===== src/rtl/rset_pkg.sv =====
package rset_pkg;
  localparam int unsigned WORD_W = 16;
  typedef logic [WORD_W-1:0] word_t;
endpackage


===== src/rtl/rset_wr_dec.sv =====
module rset_wr_dec #(
  parameter int unsigned DEPTH    = 12,
  parameter int unsigned AW       = 4,
  parameter bit          ACT_HIGH = 1'b1
) (
  input  logic             wr_lvl_i,
  input  logic [AW-1:0]    wr_addr_i,
  output logic             wr_hit_o,
  output logic [DEPTH-1:0] we_o
);
  logic lvl_act;
  logic addr_ok;

  generate
    if (ACT_HIGH) begin : g_pos
      assign lvl_act = wr_lvl_i;
    end else begin : g_neg
      assign lvl_act = ~wr_lvl_i;
    end
  endgenerate

  assign addr_ok  = ({1'b0, wr_addr_i} < (AW+1)'(DEPTH));
  assign wr_hit_o = lvl_act & addr_ok;

  for (genvar i = 0; i < DEPTH; i++) begin : g_we
    assign we_o[i] = wr_hit_o & (wr_addr_i == AW'(i));
  end
endmodule


===== src/rtl/rset_bank.sv =====
module rset_bank #(
  parameter int unsigned DEPTH = 12,
  parameter int unsigned DW    = 16
) (
  input  logic                    clk_i,
  input  logic                    rst_ni,
  input  logic [DEPTH-1:0]        we_i,
  input  logic [DW-1:0]           wr_data_i,
  output logic [DEPTH-1:0][DW-1:0] mem_o
);
  for (genvar i = 0; i < DEPTH; i++) begin : g_reg
    always_ff @(posedge clk_i or negedge rst_ni) begin
      if (!rst_ni)      mem_o[i] <= '0;
      else if (we_i[i]) mem_o[i] <= wr_data_i;
    end
  end
endmodule


===== src/rtl/rset_rd_port.sv =====
module rset_rd_port #(
  parameter int unsigned        DEPTH = 12,
  parameter int unsigned        AW    = 4,
  parameter int unsigned        DW    = 16,
  parameter logic [DW-1:0]      INIT  = '0
) (
  input  logic                     clk_i,
  input  logic                     rst_ni,
  input  logic [DEPTH-1:0][DW-1:0] mem_i,
  input  logic                     wr_hit_i,
  input  logic [AW-1:0]            wr_addr_i,
  input  logic [DW-1:0]            wr_data_i,
  input  logic [AW-1:0]            rd_addr_i,
  output logic [DW-1:0]            rd_data_o
);
  logic          rd_ok;
  logic          fwd;
  logic [DW-1:0] sel_word;
  logic [DW-1:0] hold_q;

  assign rd_ok = ({1'b0, rd_addr_i} < (AW+1)'(DEPTH));
  assign fwd   = wr_hit_i & (wr_addr_i == rd_addr_i);

  always_comb begin
    sel_word = '0;
    for (int i = 0; i < DEPTH; i++) begin
      if (rd_addr_i == AW'(i)) sel_word = mem_i[i];
    end
  end

  // bypass the incoming word when both ports hit the same register
  assign rd_data_o = !rd_ok ? hold_q : (fwd ? wr_data_i : sel_word);

  always_ff @(posedge clk_i or negedge rst_ni) begin
    if (!rst_ni)    hold_q <= INIT;
    else if (rd_ok) hold_q <= rd_data_o;
  end
endmodule


===== src/rtl/rset_level_bank.sv =====
module rset_level_bank #(
  parameter int unsigned   DEPTH    = 12,
  parameter int unsigned   AW       = 4,
  parameter int unsigned   DW       = rset_pkg::WORD_W,
  parameter bit            ACT_HIGH = 1'b1,
  parameter logic [DW-1:0] INIT     = '0
) (
  input  logic          clk_i,
  input  logic          rst_ni,
  input  logic          wr_lvl_i,
  input  logic [AW-1:0] wr_addr_i,
  input  logic [DW-1:0] wr_data_i,
  input  logic [AW-1:0] rd_addr_i,
  output logic [DW-1:0] rd_data_o
);
  localparam int unsigned MAX_DEPTH = 1 << AW;

  initial begin
    if (DEPTH > MAX_DEPTH || DEPTH == 0) $error("DEPTH must be in 1..2**AW");
  end

  logic [DEPTH-1:0]         we;
  logic                     wr_hit;
  logic [DEPTH-1:0][DW-1:0] mem;

  rset_wr_dec #(.DEPTH(DEPTH), .AW(AW), .ACT_HIGH(ACT_HIGH)) u_dec (
    .wr_lvl_i (wr_lvl_i),
    .wr_addr_i(wr_addr_i),
    .wr_hit_o (wr_hit),
    .we_o     (we)
  );

  rset_bank #(.DEPTH(DEPTH), .DW(DW)) u_bank (
    .clk_i    (clk_i),
    .rst_ni   (rst_ni),
    .we_i     (we),
    .wr_data_i(wr_data_i),
    .mem_o    (mem)
  );

  rset_rd_port #(.DEPTH(DEPTH), .AW(AW), .DW(DW), .INIT(INIT)) u_rd (
    .clk_i    (clk_i),
    .rst_ni   (rst_ni),
    .mem_i    (mem),
    .wr_hit_i (wr_hit),
    .wr_addr_i(wr_addr_i),
    .wr_data_i(wr_data_i),
    .rd_addr_i(rd_addr_i),
    .rd_data_o(rd_data_o)
  );
endmodule


===== config.mk =====
export PLATFORM = sky130hd
export DESIGN_NAME = rset_level_bank
export DESIGN_NICKNAME = d
export VERILOG_FILES = /design/src/rtl/rset_pkg.sv /design/src/rtl/rset_wr_dec.sv /design/src/rtl/rset_bank.sv /design/src/rtl/rset_rd_port.sv /design/src/rtl/rset_level_bank.sv
export SDC_FILE = /design/constraint.sdc
export NUM_CORES = 1
export LEC_CHECK = 0
export ABC_AREA = 0
export BUFFER_PORTS_ARGS = -buffer_cell sky130_fd_sc_hd__buf_2
export CAP_MARGIN = 5
export CELL_PAD_IN_SITES_DETAIL_PLACEMENT = 0
export CELL_PAD_IN_SITES_GLOBAL_PLACEMENT = 1
export CORE_ASPECT_RATIO = 1.1
export CORE_MARGIN = 2
export CORE_UTILIZATION = 56
export DETAILED_ROUTE_END_ITERATION = 16
export PLACE_DENSITY_LB_ADDON = 0.25
export SLEW_MARGIN = 40
export SYNTH_ARGS = -nofsm -noshare
export SYNTH_HDL_FRONTEND = slang
export SYNTH_SLANG_ARGS = --single-unit

===== constraint.sdc =====
create_clock -name clk_i -period 2.3 [get_ports clk_i]
set_input_delay 0.115 -clock clk_i [delete_from_list [all_inputs] [get_ports clk_i]]
set_output_delay 0.115 -clock clk_i [all_outputs]
set_load 0.1 [all_outputs]

==> summary.md, run 1 <==
| Metric | Value |
|---|---|
| Syn nets | slightly below 800 |
| Crit Path Max Fanout | 2 |
| Setup TNS | 0 ns |
| Final wirelength | approximately 26000 µm |
| Worst skew pair latency | 0.50 ns |
| Mapped Cells | ~760 |
| Vias/cell | ~6.3 |
| Pre-antenna DRT Iters | 5 |
| Actual transition at the worst max-transition pin | between 0.6 and 0.7 ns |
| Number of fill cells in the layout | between 1000 and 1500 |
| CP cell instances | mux4_2, a22oi_2, o2111ai_2, o221a_2, buf_12 |
| CTS tree | yes |
| Internal power | ~8000 µW |
| Die area | 0.01916 mm² |
| Delay-heaviest family, CP | compound AO/OA/AOI/OAI gates |
| Largest net degree at the start of global routing | a little under 80 |
| Req. time, crit path | approximately 2.2 ns |
| Comb pwr share | 0.222 |
| Max-Cap Viols | 0 |
| Clock transition at path regs | approximately 0.060 ns |
| Final period util | 0.9905 |
| Root Driver | clkbuf_16 |
| Startpoint Class | flip-flop |
| RSZ-0062 raised after global routing | true |
| Clock sinks | 208 |
| Total grt overflow | 0 |
| Critical path capture point type | output pin |
| Fin crit period | 2.278 ns |
| CTS buffer count | 23 |
| Hold Vio Cnt, Final | 0 |
| Max incr delay on CP | roughly 0.50 ns |
| Post-DP Area | 0.01094 mm² |
| First-pass GRT wire length | 41590 µm |
| Commonest cells after routing, fill and taps aside | 208 x dfrtp_1, 188 x mux2_2, 38 x buf_4 |
| Io pins | 43 |
| Initial Utilization | 0.5724 |
| Seq cells post-synth | between 200 and 250 |
| Initial drt markers | around 370 |
| Sw frac | 0.2733 |
| Worst Setup Path Type | flip-flop to output pin |
| Worst Hold Class | input pin to flip-flop |
| Post-synthesis cell type count | between 50 and 60 |
| Post-Syn Area | 0.01012 mm² |
| Clock skew | around 0.0098 ns |
| Chip height | around 140 µm |
| # rows | 51 |
| Final net count | 830 |
| P&R area growth vs syn | 17.03% |
| GP Congestion | approximately 0.86 |
| Finished Core Util | 0.6699 |
| Highest Clock Rate | ~0.44 GHz |
| Tot Pwr | approximately 11000 µW |
| Final setup fails | 0 |
| Post-DR wirelength/cell | around 25 µm |
| Most common cell after layout, fill and taps aside | dfrtp_1 |
| WP data arrival | roughly 2.2 ns |
| Max VDD drop | 0.0007414 V |
| Tot GR Track Use | 0.2796 |
| Final Max Tran Viols | 0 |
| Bufs and invs on worst path | 1 |
| Via count | 6646 |
| Worst slew margin | 0.5728 |
| I/O Buffers | 42 |
| DRC Markers | 0 |
| P_leak | approximately 0.0051 µW |
| Finished Layout Cells | 1056 |
| Layout cells sized above 1 | 0.4559 |
| Async set or reset register ratio after synthesis | 1.000 |
| Post-DP HPWL | about 17000 µm |
| Final Cell Area | roughly 0.012 mm² |
| PD cells | between 900 and 1000 mW/mm² |
| Total core area | roughly 0.018 mm² |
| Most used DFF post-synth | dfrtp_1 |
| Reg power frac | 0.436 |
| CP max-delay cell | mux4_2 |
| Status | complete, no violations |
| Die X | 132.2 µm |
| ANT nets after route | 0 |
| Placed insts | about 1000 |
| Synth Warn # | 0 |
| Initial antenna violation count | 3 |
| Bufs on Longest Clock Path | 3 |
| Clk pwr share | 0.342 |
| Average cell area after synthesis | roughly 13 µm² |
| Post-synth EDFFs | 0 |
| Sequential fraction of the synthesis area | 0.5144 |
| NetSw | approximately 3100 µW |
| H-tree Lvls | 1 |
| Vias in the first global route | 7242 |
==> sequential cells by signal, summed over array words and instances (netlist names) <==
register,flops
u_bank.mem_o,192
u_rd.hold_q,16
==> worst reg2reg max path, stage by stage (launching register included) <==
cell	delay [ns]
dfrtp_1	0.39
mux4_2	0.47
a22oi_2	0.23
o2111ai_2	0.15
buf_4	0.16
o221a_2	0.10
==> final cells by class <==
| class | count | area, µm² | share of cell area |
|---|---|---|---|
| antenna | 2 | 5.005 | 0.0004227 |
| clock buffer | 31 | 655.6 | 0.05537 |
| clock inverter | 7 | 138.9 | 0.01173 |
| inverter | 5 | 18.77 | 0.001585 |
| multi-input combinational | 475 | 4581 | 0.3868 |
| sequential | 208 | 5205 | 0.4396 |
| tap | 238 | 297.8 | 0.02515 |
| timing repair buffer | 90 | 939.7 | 0.07935 |
==> worst paths after layout <==
check                                       start           endpoint  slack (ns)  depth (start not counted)
worst max-delay path            u_bank.mem_o[182]       rd_data_o[6]        0.02                          5
worst min-delay path                wr_data_i[14]   u_bank.mem_o[46]        0.03                          2
worst max register to register  u_bank.mem_o[156]    u_rd.hold_q[12]        0.69                          5
worst min register to register   u_bank.mem_o[41]   u_bank.mem_o[41]        0.48                          1
max in group asynchronous                  rst_ni  u_bank.mem_o[156]        1.18                          3
min in group asynchronous                  rst_ni    u_bank.mem_o[2]        0.22                          2
==> kinds of logic after synthesis <==
| family | synth area share |
|---|---|
| buf+inv | 0.04118 |
| compound gates | 0.1182 |
| xor+xnor | 0.001731 |
| mux | 0.2751 |
| flops | 0.5144 |
| simple gates | 0.04934 |
==> routing by layer <==
layer  vias to the layer above  routed length (µm)  GRT usage
met2                       178               12890     0.4628
met5                         -                  10          0
met3                        52                1313    0.04333
li1                       2939                   -          -
met4                         2                 711    0.07989
met1                      3475               10990     0.3846
==> cells in the mapped netlist (2+ instances only) <==
cell / count / area, µm²
a211oi_1: 2 / 15.01
a21oi_1: 35 / 175.2
a22oi_1: 11 / 82.58
a2bb2oi_1: 2 / 17.52
a32oi_1: 2 / 17.52
and2b_1: 4 / 30.03
buf_2: 24 / 120.1
buf_4: 11 / 82.58
buf_6: 7 / 78.83
clkbuf_1: 26 / 97.59
dfrtp_1: 208 / 5205
inv_1: 5 / 18.77
mux2_1: 8 / 90.09
mux2_2: 188 / 2117
mux2i_1: 19 / 190.2
mux4_2: 16 / 360.4
nand2_1: 14 / 52.55
nand2b_1: 11 / 68.82
nand3_1: 6 / 30.03
nand3b_1: 5 / 37.54
nor2_1: 17 / 63.81
nor2b_1: 18 / 112.6
nor3_1: 3 / 15.01
o2111ai_1: 5 / 43.79
o2111ai_2: 6 / 90.09
o211ai_1: 3 / 22.52
o21ai_0: 17 / 85.08
o21ai_1: 2 / 10.01
o221a_1: 7 / 78.83
o221a_2: 15 / 168.9
o221ai_1: 2 / 17.52
o22ai_1: 17 / 106.4
o2bb2ai_1: 10 / 87.58
o32a_1: 10 / 100.1
or2_1: 2 / 12.51
or3_1: 2 / 12.51
xnor2_1: 2 / 17.52
==> power groups by stage <==
stage	sequential [µW]	clock, µW	combinational, µW
floorplan	4830	0	1800
global placement	4910	0	2360
detailed placement	4970	0	2450
CTS	4920	3930	2490
global route	5020	4100	2680
finish	4920	3860	2500
==> through the flow <==
| step | hold slack [ns] | setup WS [ns] |
|---|---|---|
| 2_1_floorplan | -0.1806 | -0.3408 |
| 3_3_place_gp | 0.1775 | 0.1129 |
| 3_5_place_dp | 0.1897 | 0.1122 |
| 4_1_cts | 0.009132 | 0.006013 |
| 5_1_grt | 0.05269 | -0.01892 |
| 6_report | 0.02848 | 0.02195 |
==> timing repair <==
action                                  CTS  global route
hold buffers                              2             0
gates resized for setup                   4            10
pin swaps                                 1             9
endpoints found under the setup margin    5            12
setup buffers                             1             1
endpoints found under the hold margin    74             0
Note: power is estimated with default switching activity, not from simulation.
==> run 2: changes to the inputs <==
CORE_UTILIZATION = 47   (was 56)
clock period = 2 ns   (was 2.3 ns; I/O delays follow)
==> summary.md, run 2 (synthesis gave the netlist of run 1 again) <==
| Metric | Value |
|---|---|
| Status | finished with violations |
| Failing checks | negative setup slack |
| WHS Endpoint | u_bank.mem_o[143] |
| Reg2reg path depth | 6 (+1) |
| Top reg by flops | u_bank.mem_o |
| Final setup fails | 15 (+15) |
| Crit Path Max Fanout | 2 (unchanged) |
| Hold Vio Cnt, Final | 0 (unchanged) |
| Die X | 143.9 µm (+8.9%) |
| P&R area growth vs syn | 21.81% |
| Post-DR wirelength/cell | 23.10 µm (-5.9%) |
| Max-Cap Viols | 0 (unchanged) |
| Clock sinks | 208 (unchanged) |
| CTS buffer count | 23 (unchanged) |
| Hold Crit Depth | 2 (unchanged) |
| GP Congestion | 0.8284 (-3.7%) |
| Layout cells sized above 1 | 0.4976 (+0.04176) |
| Commonest cells after routing, fill and taps aside | 208 x dfrtp_1, 188 x mux2_2, 59 x buf_4 |
| Top Registers | u_bank.mem_o: 192 flops, u_rd.hold_q: 16 flops |
| Root Driver | clkbuf_16 |
| Clock transition at path regs | 0.06 ns (about the same) |
| Final net count | 861 (+3.7%) |
| Vias/cell | 5.945 (-5.5%) |
| Initial antenna violation count | 4 (+1) |
| Initial drt markers | 422 (+14%) |
| Io pins | 43 (unchanged) |
| Max VDD drop | 0.0005854 V (-21%) |
| Tot Pwr | 13040 µW (+16%) |
| Final wirelength | 26380 µm (+1.8%) |
| Largest net degree at the start of global routing | 66 (-14%) |
| Reg-to-reg critical path endpoint | u_rd.hold_q[7] |
| Die area | 0.02272 mm² (+19%) |
| Finished Core Util | 0.5806 (-0.08936) |
| Post-DP HPWL | 17200 µm (+2.8%) |
| Critical path capture point type | output pin |
| Largest register FFs | 192 (unchanged) |
| Finished Layout Cells | 1142 (+8.1%) |
| Via count | 6789 (+2.2%) |
| Startpoint Class | flip-flop |
| Initial Utilization | 0.4766 (-0.09585) |
| ANT nets after route | 0 (unchanged) |
| First-pass GRT wire length | 41680 µm (+0.21%) |
| Total grt overflow | 0 (unchanged) |
| CTS tree | yes |
| Slack of the critical path | -0.2089 ns (-0.2309 ns) |
| Pre-antenna DRT Iters | 5 (unchanged) |
| Clock skew | 0.008480 ns (-0.001361 ns) |
| Req. time, crit path | 1.90 ns (-0.28 ns) |
| Vias in the first global route | 7174 (-0.94%) |
| Highest Clock Rate | between 0.4 and 0.5 GHz |
| Most common cell after layout, fill and taps aside | dfrtp_1 |
| R2R Path Start | u_bank.mem_o[183] |
| Worst slew margin | 0.6112 (+0.03838) |
| Worst skew pair latency | 0.51 ns (about the same) |
| R2R setup slack | 0.34 ns (-0.35 ns) |
| Bufs on Longest Clock Path | 3 (unchanged) |
| P_leak | 0.005241 µW (+3.4%) |
| H-tree Lvls | 1 (unchanged) |
| Worst Setup Path Type | flip-flop to output pin |
| Final Max Tran Viols | 0 (unchanged) |
| Total core area | 0.02123 mm² (+20%) |
| Setup TNS | -2.258 ns (-2.258 ns) |
| Placed insts | 1084 (+7.1%) |
| # rows | 56 (+9.8%) |
| Tot GR Track Use | 0.2411 (-0.03843) |
| Chip height | 157.9 µm (+8.9%) |
| DP Worst Slack | 0.01663 ns (-0.09555 ns) |
| Final period util | 1.104 |
| Worst Hold Class | input pin to flip-flop |
| Actual transition at the worst max-transition pin | 0.5832 ns (-0.05757 ns) |
| DRC Markers | 0 (unchanged) |
| I/O Buffers | 42 (unchanged) |
| Fin crit period | ~2.2 ns |
| PD cells | 1058 mW/mm² (+11%) |
| RSZ-0062 raised after global routing | true |
| WP data arrival | 2.11 ns (-0.05 ns) |
| Hold Path Origin | wr_data_i[15] |
## run 2: repair_timing
| item | in CTS | in global routing |
|---|---|---|
| setup buffers | 5 | 3 |
| pin swaps | 16 | 8 |
| endpoints found under the setup margin | 16 | 16 |
| hold buffers | 7 | 0 |
| hold endpoints to repair | 68 | 0 |
| gates resized for setup | 23 | 10 |
## run 2: report_power, final
| part | switching, µW | internal, µW | total (µW) |
|---|---|---|---|
| Clock | 1680 | 2680 | 4360 |
| Combinational | 1440 | 1570 | 3010 |
| Sequential | 492 | 5170 | 5660 |
## run 2: metal layers
| layer | up-vias | track usage | part of all wire |
|---|---|---|---|
| met5 | - | 0 | 0.0013 |
| met4 | 4 | 0.07143 | 0.027 |
| met3 | 54 | 0.03811 | 0.041 |
| met2 | 154 | 0.4007 | 0.49 |
| met1 | 3570 | 0.3283 | 0.44 |
| li1 | 3007 | - | - |
## run 2: through the flow
stage          hold WS [ns]  area (µm²)
2_1_floorplan       -0.1956       10170
3_3_place_gp         0.1280       11260
3_5_place_dp         0.1382       11260
4_1_cts             0.01156       12250
5_1_grt             0.04849       12320
6_report            0.04574       12330
## run 2: how the worst max path moves through the flow
stage,cells after the start,from,slack [ns],to
2_1_floorplan,6,rd_addr_i[3],-0.12,rd_data_o[0]
3_3_place_gp,8,rd_addr_i[1],0.07,rd_data_o[1]
3_5_place_dp,8,rd_addr_i[1],0.02,rd_data_o[1]
4_1_cts,6,u_bank.mem_o[183],-0.23,rd_data_o[7]
5_1_grt,5,u_bank.mem_o[184],-0.29,rd_data_o[8]
6_report,6,u_bank.mem_o[183],-0.21,rd_data_o[7]
## run 2: final cells by class
type / count / area [µm²]
sequential: 208 / 5205
clock buffer: 32 / 659.4
fill: 1712 / 8905
multi-input combinational: 475 / 4701
tap: 290 / 362.8
timing repair buffer: 121 / 1247
inverter: 5 / 18.77
clock inverter: 9 / 126.4
antenna: 2 / 5.005
## run 2: critical path: stages (launching register included)
cell	delay, ns
dfrtp_1	0.37
mux4_2	0.48
a22oi_2	0.16
buf_4	0.16
o2111ai_4	0.10
o221a_4	0.16
buf_12	0.16
